==> config.mk <==
export PLATFORM = sky130hd
export DESIGN_NAME = rate_gen
export DESIGN_NICKNAME = d
export VERILOG_FILES = /design/src/rtl/rate_pkg.sv /design/src/rtl/rate_prescale.sv /design/src/rtl/rate_divider.sv /design/src/rtl/rate_phase.sv /design/src/rtl/rate_gen.sv
export SDC_FILE = /design/constraint.sdc
export NUM_CORES = 1
export LEC_CHECK = 0
export ABC_AREA = 1
export CORE_MARGIN = 4
export CORE_UTILIZATION = 55
export CTS_BUF_LIST = sky130_fd_sc_hd__clkbuf_8
export DETAILED_ROUTE_END_ITERATION = 8
export PLACE_DENSITY = 0.77
export SLEW_MARGIN = 40
export SYNTH_ARGS = -nofsm -noshare
export SYNTH_HDL_FRONTEND = slang
export SYNTH_SLANG_ARGS = --single-unit
==> constraint.sdc <==
create_clock -name clk -period 4.2 [get_ports clk]
set_clock_uncertainty 0.05 [all_clocks]
set_input_delay 0.84 -clock clk [delete_from_list [all_inputs] [get_ports clk]]
set_output_delay 0.84 -clock clk [all_outputs]
set_load 0.03 [all_outputs]
==> src/rtl/rate_pkg.sv <==
package rate_pkg;
    typedef enum logic [1:0] {
        PH_IDLE        = 2'd0,
        PH_FIRST_HALF  = 2'd1,
        PH_SECOND_HALF = 2'd2
    } phase_t;
endpackage

==> src/rtl/rate_prescale.sv <==
module rate_prescale #(
    parameter int PRE_DIV = 8
) (
    input  logic clk,
    input  logic rst_n,
    input  logic restart,
    input  logic pre_en,
    input  logic tick_in,
    output logic tick_out
);
    generate
        if (PRE_DIV > 1) begin : g_div
            localparam int CW = $clog2(PRE_DIV);
            localparam logic [CW-1:0] LAST = CW'(PRE_DIV - 1);
            logic [CW-1:0] cnt;

            always_ff @(posedge clk or negedge rst_n) begin
                if (!rst_n) begin
                    cnt <= '0;
                end else if (restart) begin
                    cnt <= '0;
                end else if (tick_in && pre_en) begin
                    cnt <= (cnt == LAST) ? '0 : cnt + 1'b1;
                end
            end

            assign tick_out = tick_in && !restart && (!pre_en || cnt == LAST);
        end else begin : g_pass
            assign tick_out = tick_in && !restart;
        end
    endgenerate
endmodule

==> src/rtl/rate_divider.sv <==
module rate_divider #(
    parameter int DIV_W = 10
) (
    input  logic             clk,
    input  logic             rst_n,
    input  logic             restart,
    input  logic             tick_in,
    input  logic [DIV_W-1:0] divisor,
    output logic             expire
);
    logic [DIV_W-1:0] cnt;
    logic [DIV_W-1:0] term;

    // A zero divisor wraps to all ones, so the divider counts 2**DIV_W ticks.
    assign term   = divisor - 1'b1;
    assign expire = tick_in && !restart && (cnt == term);

    always_ff @(posedge clk or negedge rst_n) begin
        if (!rst_n) begin
            cnt <= '0;
        end else if (restart) begin
            cnt <= '0;
        end else if (tick_in) begin
            cnt <= expire ? '0 : cnt + 1'b1;
        end
    end
endmodule

==> src/rtl/rate_phase.sv <==
module rate_phase
    import rate_pkg::*;
(
    input  logic   clk,
    input  logic   rst_n,
    input  logic   load,
    input  logic   expire,
    output phase_t phase,
    output logic   half_stb,
    output logic   full_stb
);
    phase_t nxt;

    always_comb begin
        nxt = phase;
        if (load) begin
            nxt = PH_FIRST_HALF;
        end else begin
            unique case (phase)
                PH_IDLE:        nxt = PH_IDLE;
                PH_FIRST_HALF:  if (expire) nxt = PH_SECOND_HALF;
                PH_SECOND_HALF: if (expire) nxt = PH_FIRST_HALF;
                default:        nxt = PH_IDLE;
            endcase
        end
    end

    always_ff @(posedge clk or negedge rst_n) begin
        if (!rst_n) phase <= PH_IDLE;
        else        phase <= nxt;
    end

    always_ff @(posedge clk or negedge rst_n) begin
        if (!rst_n) begin
            half_stb <= 1'b0;
            full_stb <= 1'b0;
        end else begin
            half_stb <= expire && !load && (phase != PH_IDLE);
            full_stb <= expire && !load && (phase == PH_SECOND_HALF);
        end
    end
endmodule

==> src/rtl/rate_gen.sv <==
module rate_gen
    import rate_pkg::*;
#(
    parameter int DIV_W   = 10,
    parameter int PRE_DIV = 8,
    localparam int RATE_W = DIV_W + 1
) (
    input  logic              clk,
    input  logic              rst_n,
    input  logic              ref_tick,
    input  logic [RATE_W-1:0] rate_word,
    input  logic              load,
    output logic              half_stb,
    output logic              full_stb
);
    logic [RATE_W-1:0] rate_q;
    phase_t            phase;
    logic              running;
    logic              stage_tick;
    logic              expire;

    always_ff @(posedge clk or negedge rst_n) begin
        if (!rst_n)    rate_q <= '0;
        else if (load) rate_q <= rate_word;
    end

    assign running = (phase != PH_IDLE);

    rate_prescale #(.PRE_DIV(PRE_DIV)) u_pre (
        .clk     (clk),
        .rst_n   (rst_n),
        .restart (load),
        .pre_en  (rate_q[RATE_W-1]),
        .tick_in (ref_tick && running),
        .tick_out(stage_tick)
    );

    rate_divider #(.DIV_W(DIV_W)) u_div (
        .clk     (clk),
        .rst_n   (rst_n),
        .restart (load),
        .tick_in (stage_tick),
        .divisor (rate_q[DIV_W-1:0]),
        .expire  (expire)
    );

    rate_phase u_phase (
        .clk     (clk),
        .rst_n   (rst_n),
        .load    (load),
        .expire  (expire),
        .phase   (phase),
        .half_stb(half_stb),
        .full_stb(full_stb)
    );
endmodule

# --- Yosys cells after proc, flatten, opt, wreduce, memory -nomap -nowiden ---
# Index checks and enable logic that the tools add are counted.
# Widths: inputs -> output; s select.
totals:
  regBits: 28
  inputBits: 15
  out_inout_bits: 2
  elab_cells: 41
classes:
  n_addsub: 3
  eq_ne: 6
  n_mux: 10
  n_reduce_logical: 16
ops:
  columns: ["op", "n"]
  rows:
  - ["$mux 10", 3]
  - ["$add 10x1->10 const B", 1]
  - ["$eq 10x10->1", 1]
  - ["$sub 10x1->10 const B", 1]
  - ["$logic_and 1x1->1", 9]
  - ["$mux 3", 3]
  - ["$mux 2", 3]
  - ["$ne 3x3->1 const B", 2]
  - ["$reduce_bool 2->1", 3]
  - ["$pmux 2 s2", 1]
  - ["$add 3x1->3 const B", 1]
  - ["$eq 3x3->1 const B", 1]
  - ["$eq 2x1->1 const B", 1]
  - ["$eq 2x2->1 const B", 1]
  - ["$logic_not 1->1", 2]
  - ["$reduce_and 2->1", 1]
  - ["$logic_or 1x1->1", 1]

# --- Depth between registers and ports, before layout ---
# Gate-level depths: netlist of run 1.
depth:
  ltp_word: 9
  mapped_depth: 14

# --- By module ---
# Synthesis of run 1 repeated with hierarchy kept, for this count alone.
hier_totals:
  cells_unflattened: 279
  hier_area_um2: 1860.5
modules_own_cells:
  columns: ["module", "instances", "cells_per_inst", "area_per_inst_um2", "seq_area_each_um2"]
  rows:
  - ["rate_divider", 1, 185, 1079.8, 250.2]
  - ["rate_gen", 1, 50, 432.9, 275.3]
  - ["rate_prescale", 1, 22, 177.7, 75.1]
  - ["rate_phase", 1, 22, 170.2, 100.1]

# --- Worst setup path after synthesis of run 1 ---
# Ideal clock, no wire load.
synth_path:
  path_type: "input -> register"
  from: "in load"
  to: "reg u_div.cnt[1]"
  setup_time_ps: 117
  arrival_time_ps: 1794
  t_required_ps: 4033
  slack_ps: 2239
  stages: 11
  cell_sequence: "inv_2 nand2_1 nor2_2 nand2_1 nor2_1 nand2_1 nor2_2 nand3_2 buf_6 nand3_2 nand2_1"
synth_via:
  elab_chain_cells: 8
synth_lines:
  columns: ["item", "line", "source"]
  rows:
  - ["start: declaration", "rate_gen.sv:12", "input logic load,"]
  - ["$logic_not 1->1", "rate_prescale.sv:27, rate_divider.sv:16", null]
  - ["$logic_and 1x1->1 (2 in a row)", "rate_prescale.sv:27", "assign tick_out = tick_in && !restart && (!pre_en || cnt == LAST);"]
  - ["$logic_and 1x1->1 (2 in a row)", "rate_divider.sv:16", "assign expire = tick_in && !restart && (cnt == term);"]
  - ["$mux 10", "rate_divider.sv:24", "cnt <= expire ? '0 : cnt + 1'b1;"]
  - ["$mux 10", "rate_divider.sv:23", "end else if (tick_in) begin"]
  - ["$mux 10", "rate_divider.sv:21", "end else if (restart) begin"]
  - ["end signal: assignment", "rate_divider.sv:24", null]
  - ["end: declaration", "rate_divider.sv:11", "logic [DIV_W-1:0] cnt;"]
# Parallel ways exist; a longest one is shown, timed or not. The select of a mux whose other input is x is not followed.
# A chain may end at the register's enable or synchronous reset.

# --- Worst setup path after layout of run 1 ---
layout_path:
  from: "in load"
  to: "reg u_phase.phase[0]"
layout_via:
  elab_chain_cells: 7
layout_lines:
  columns: ["item", "line", "source"]
  rows:
  - ["$logic_not 1->1", "rate_prescale.sv:27, rate_divider.sv:16", null]
  - ["$logic_and 1x1->1 (2 in a row)", "rate_prescale.sv:27", null]
  - ["$logic_and 1x1->1 (2 in a row)", "rate_divider.sv:16", null]
  - ["$ne 3x3->1 (no source line)", null, null]
  - ["$reduce_and 2->1 (no source line)", null, null]
  - ["end signal: assignment", "rate_phase.sv:30", "else phase <= nxt;"]
  - ["end: declaration", "rate_phase.sv:8", "output phase_t phase,"]
# Parallel ways exist; a longest one is shown, timed or not.

==> flow_summary.json, run 1 <==
{
  "status": "finished, final reports clean",
  "avgRoutedWirePerCell_um": 10.86,
  "final_hold_viol_count": 0,
  "die_h_um": 64.58,
  "htreeDepth": 1,
  "fmax_mhz": 344.1,
  "hpwlAfterDp_mm": 2.574,
  "dr_total_vias": 1493,
  "cp.arrival_ps": 3020,
  "rr_worst_depth": 13,
  "final_max_slew_viol_count": 0,
  "yosysSeqAreaShare_pct": 39.80,
  "holdPathStages": 2,
  "netlist_area_um2": 1760,
  "drtPass1Iterations": 4,
  "root_buffer": "clkbuf_8",
  "port_buffers": 16,
  "stdcell_count": 310,
  "synthTopCellsByArea": "dfrtp_1 40%, nand2_1 19%, inv_1 7.0%",
  "core_area_um2": 3053,
  "die_x_um": 64.58,
  "grt_first_pass_wirelength_mm": 6.120,
  "finalCritPeriodShare_pct": 69.20,
  "numCtsBuffers": 3,
  "crit_type": "in2reg",
  "pwr-share-seq_pct": 49.2,
  "power_frac_clock_pct": 34.4,
  "ys_async_sr_fraction_pct": 100.0,
  "grt_usage_pct": 18.73,
  "synth_cells": 249,
  "drtIter0Drc": 79,
  "wirelength_mm": 3.366,
  "die_area_um2": 4170,
  "io_pins": 17,
  "rows": 20,
  "drive_gt1_share_pct": 10.90,
  "cts_resized": 0,
  "drt-vias-per-instance": 4.816,
  "holdCritPathClass": "reg2reg",
  "synth-main-ff-cell": "dfrtp_1",
  "syn_nets": 268,
  "n_antenna_cell": 0,
  "ir_drop_uv": 199.7,
  "setup_violations": 0,
  "tns_ps": 0,
  "relSlewSlack_pct": 54.44,
  "ys_warn_count": 0,
  "dp_slack_ps": 1031,
  "yosysTopAreaCellShare_pct": 39.80,
  "cts.sinks": 28,
  "antenna_left": 0,
  "period_needed_ps": 2906,
  "startpoint_type": "input port",
  "path_clk_slew_ps": 90,
  "placed_area_um2": 1962,
  "antenna_found_initial": 0,
  "worstPathMaxFanout": 14,
  "synth_edf_count": 0,
  "synthDistinctLibCells": 19,
  "grt_pass1_vias": 1413,
  "drc": 0,
  "cts_buffer_depth": 2,
  "switchingPower_mw": 0.1568,
  "gp_congestion": 0.8483,
  "rsz0062_at_grt": "no",
  "nets": 286,
  "syn2layout_area_growth_pct": 15.49,
  "postSynthAreaPerCell_um2": 7.070,
  "p_leak_nw": 1.069,
  "comb_power_share_pct": 16.4,
  "clk-insertion-delay-late_ps": 270,
  "p_int_mw": 0.4543,
  "ys_ff_latch": 28,
  "synth_common_cells": "90 x nand2_1, 33 x inv_1, 28 x dfrtp_1",
  "cp.required_ps": 4310,
  "cts_tree": "done",
  "synth_top_area_cell": "dfrtp_1",
  "postCtsSetupRepairBufs": 0,
  "yosysMostFrequentCell": "nand2_1",
  "crit_path_end_kind": "flip-flop",
  "cts.hold.buffers_added": 0,
  "maxCapViolCount": 0,
  "initial_core_util_pct": 57.66,
  "grt_max_degree": 29,
  "grt_overflow": 0,
  "postLayoutCellArea_um2": 2033,
  "powerDensity_nw_per_um2": 300.6,
  "dp_cells": 306,
  "p_sw_share_pct": 25.66,
  "tightest_slew_ps": 680.9,
  "setup_ws_ps": 1294
}
[cells by family (layout without fill, tap and decap cells)]
| family | after synthesis | count (layout) | synth area share, % |
|---|---|---|---|
| AND/OR/NAND/NOR | 138 | 138 | 34.90 |
| buffers and inverters | 47 | 64 | 10.59 |
| flip-flops | 28 | 28 | 39.80 |
| AO/OA/AOI/OAI | 19 | 19 | 5.401 |
| XOR/XNOR | 13 | 13 | 6.468 |
| adder cells (fa/ha/maj) | 4 | 4 | 2.843 |
[layer usage]
layer	GRT usage (%)	vias to the layer above	share of wire, %
li1	-	791	-
met1	25.55	661	49
met2	29.77	36	44
met3	2.253	5	5.0
met4	8.443	0	1.6
met5	0	-	0
[critical path, stage by stage]
cell	delay, ps
clkdlybuf4s50_1	430
inv_2	140
nand2_1	90
nor2_2	540
nand2_1	100
nor2_1	120
nand2_1	70
nor2_2	110
nand3_2	330
nand2_1	160
nand3_1	70
[metrics by stage]
step                      utilization [%]  power (mW)  hold WS (ps)
after floorplan                         -      0.3687         455.5
after global placement              64.26      0.4034         478.5
after detailed placement            64.26      0.4065         488.9
after CTS                           66.60      0.6170         502.2
after global routing                66.60      0.6501         540.2
final                               66.60      0.6111         497.6
[flip-flops by register name (all words and copies together), names as in the netlist]
signal            flops
rate_q               11
u_phase.phase         2
u_phase.full_stb      1
u_phase.half_stb      1
u_div.cnt            10
u_pre.g_div.cnt       3
[path summary, 6_finish.rpt]
check,from,to,slack [ps]
worst max register to register,u_pre.g_div.cnt[0],u_phase.phase[0],1680
min in group asynchronous,rst_n,rate_q[3],880
worst min-delay path,rate_q[10],rate_q[10],500
max in group asynchronous,rst_n,rate_q[7],2960
worst min register to register,rate_q[10],rate_q[10],500
worst max-delay path,load,u_phase.phase[0],1290
[power groups by stage]
stage | registers, mW | clock network, mW | logic [mW]
after floorplan | 0.302 | 0 | 0.0669
after global placement | 0.305 | 0 | 0.0985
after detailed placement | 0.306 | 0 | 0.101
after CTS | 0.301 | 0.215 | 0.102
after global routing | 0.303 | 0.228 | 0.119
final | 0.301 | 0.210 | 0.100
[placed cells by master (no fill, tap or decap)]
cell type / n
o21ai_0: 16
o21ai_1: 2
nand3_1: 11
inv_1: 33
dfrtp_1: 28
bufinv_16: 1
xnor2_1: 4
nand3_2: 10
nand2_1: 90
inv_2: 9
a21oi_1: 1
nor2_2: 4
clkbuf_8: 3
nand4_1: 2
ha_1: 4
nor2_1: 17
buf_4: 2
clkdlybuf4s50_1: 16
nor3_1: 4
xor2_1: 9
[area by class of cell]
type                       count  area [um2]
fill                         283        1020
multi-input combinational    174       873.3
sequential                    28       700.7
timing repair buffer          18       175.2
inverter                      42       157.7
tap                           44       55.05
clock buffer                   3       41.29
clock inverter                 1       30.03
Note: power is estimated with default switching activity, not from simulation.
==> run 2, diff against run 1 <==
- CORE_UTILIZATION: 55 -> 53
- PLACE_DENSITY: 0.77 -> 0.78
- clock period: 4.2 -> 2.45 ns (I/O delays scaled with it)
==> run 2 against run 1 <==
  * Critical path depth unchanged
  * Critical endpoint is now u_phase.phase[1]
  * Largest cell class unchanged
  * Worst hold slack worse by 2.5 ps
  * First-iteration DRC count down 8.9%
  * Register-to-register slack worse by 1300 ps
  * Sequential cell count unchanged
  * Worst setup slack worse by 890 ps
  * Clock power up 16%
  * Total power up 53%
  * Sequential power up 71%
  * Clock-buffer cell count unchanged
==> flow_summary.json, run 2 (synthesized netlist as in run 1, its figures left out) <==
{
  "status": "finished, final reports clean",
  "crit_type": "reg2reg",
  "startpoint_type": "flip-flop",
  "final_max_slew_viol_count": 0,
  "final_util_pct": 65.28,
  "setup.worst_path.start": "rate_q[0]",
  "reg2reg_from": "rate_q[0]",
  "cp.required_ps": 2550,
  "rsz0062_at_grt": "no",
  "initial_core_util_pct": 56.73,
  "grt_max_degree": 29,
  "die_h_um": 65.64,
  "dr_total_vias": 1502,
  "hpwlAfterDp_mm": 2.707,
  "relSlewSlack_pct": 63.37,
  "reg.largest.list": "rate_q (11), u_div.cnt (10), u_pre.g_div.cnt (3)",
  "nets": 289,
  "cts_tree": "done",
  "cts_buffer_depth": 2,
  "min-delay-start": "rate_q[10]",
  "path_clk_slew_ps": 90,
  "powerDensity_nw_per_um2": 462.0,
  "htreeDepth": 1,
  "grt_usage_pct": 19.49,
  "tightest_slew_ps": 543.7,
  "core_area_um2": 3103,
  "largest_reg_flops": 11,
  "postCtsSetupRepairBufs": 0,
  "ir_drop_uv": 274.0,
  "setup_violations": 0,
  "io_pins": 17,
  "antenna_left": 0,
  "port_buffers": 16,
  "final_common_cell": "nand2_1",
  "gp_congestion": 0.8614,
  "worstPathMaxFanout": 14,
  "drive_gt1_share_pct": 11.57,
  "cp.arrival_ps": 2150,
  "numCtsBuffers": 3,
  "fill_cells": 310,
  "n_antenna_cell": 0,
  "finalCritPeriodShare_pct": 83.59,
  "dp_slack_ps": 171.2,
  "holdCritPathClass": "reg2reg",
  "setup_ws_ps": 402.0,
  "fmax_mhz": 488.3,
  "die_area_um2": 4308,
  "cts.hold.buffers_added": 0,
  "grt_overflow": 0,
  "drtPass1Iterations": 5,
  "top_register": "rate_q",
  "antenna_found_initial": 0,
  "rows": 20,
  "final_hold_viol_count": 0,
  "drc": 0,
  "clk-insertion-delay-late_ps": 270,
  "period_needed_ps": 2048,
  "cts_resized": 0,
  "syn2layout_area_growth_pct": 15.07,
  "grt_pass1_vias": 1483,
  "die_x_um": 65.64,
  "avgRoutedWirePerCell_um": 11.12,
  "layout_common_cells": "90 x nand2_1, 33 x inv_1, 28 x dfrtp_1",
  "p_leak_nw": 1.070,
  "cts.sinks": 28,
  "drt-vias-per-instance": 4.814,
  "wirelength_mm": 3.468,
  "root_buffer": "clkbuf_8",
  "crit_path_end_kind": "flip-flop",
  "maxCapViolCount": 0,
  "grt_first_pass_wirelength_mm": 6.486,
  "tns_ps": 0,
  "drtIter0Drc": 72
}
-- run 2: worst paths after layout --
path | to | slack, ps | cells past startpoint
worst min-delay path | rate_q[10] | 500 | 2
worst min register to register | rate_q[10] | 500 | 2
max in group asynchronous | rate_q[2] | 1550 | 2
worst max-delay path | u_phase.phase[1] | 400 | 11
worst max register to register | u_phase.phase[1] | 400 | 11
min in group asynchronous | u_phase.half_stb | 540 | 2
-- run 2: critical path, cell delays in order, from the launching register on --
cell	delay (ps)
dfrtp_1	410
inv_2	100
ha_1	210
nand2_1	90
nor2_1	150
nand2_1	70
a21oi_1	140
nand2_1	80
nor2_2	110
nand3_2	320
nand2_1	150
o21ai_1	70
-- run 2: metal layers --
metal | up-vias | wire length, um | GRT usage (%)
li1 | 798 | - | -
met1 | 677 | 1698 | 26.01
met2 | 21 | 1607 | 31.54
met3 | 6 | 93 | 2.222
met4 | 0 | 68 | 8.808
met5 | - | 0 | 0
-- run 2: area by class of cell --
type | instances | area, um2 | share of cell area [%]
multi-input combinational | 174 | 873.3 | 43.11
sequential | 28 | 700.7 | 34.59
inverter | 42 | 157.7 | 7.783
clock buffer | 3 | 41.29 | 2.038
timing repair buffer | 21 | 197.7 | 9.759
tap | 44 | 55.05 | 2.718
-- run 2: power by group --
group / switching, mW / internal (mW)
Sequential: 0.0265 / 0.489
Clock: 0.134 / 0.110
Combinational: 0.103 / 0.0740
Total: 0.263 / 0.673
-- run 2: metrics by stage --
stage | hold slack (ps) | instances | total power, mW | area, um2
after floorplan | 144.4 | 249 | 0.6320 | 1760
after global placement | 483.8 | 309 | 0.6954 | 1984
after detailed placement | 479.1 | 309 | 0.7029 | 1984
after CTS | 495.0 | 312 | 0.9476 | 2026
after global routing | 539.4 | 312 | 1.009 | 2026
final | 495.1 | 312 | 0.9358 | 2026
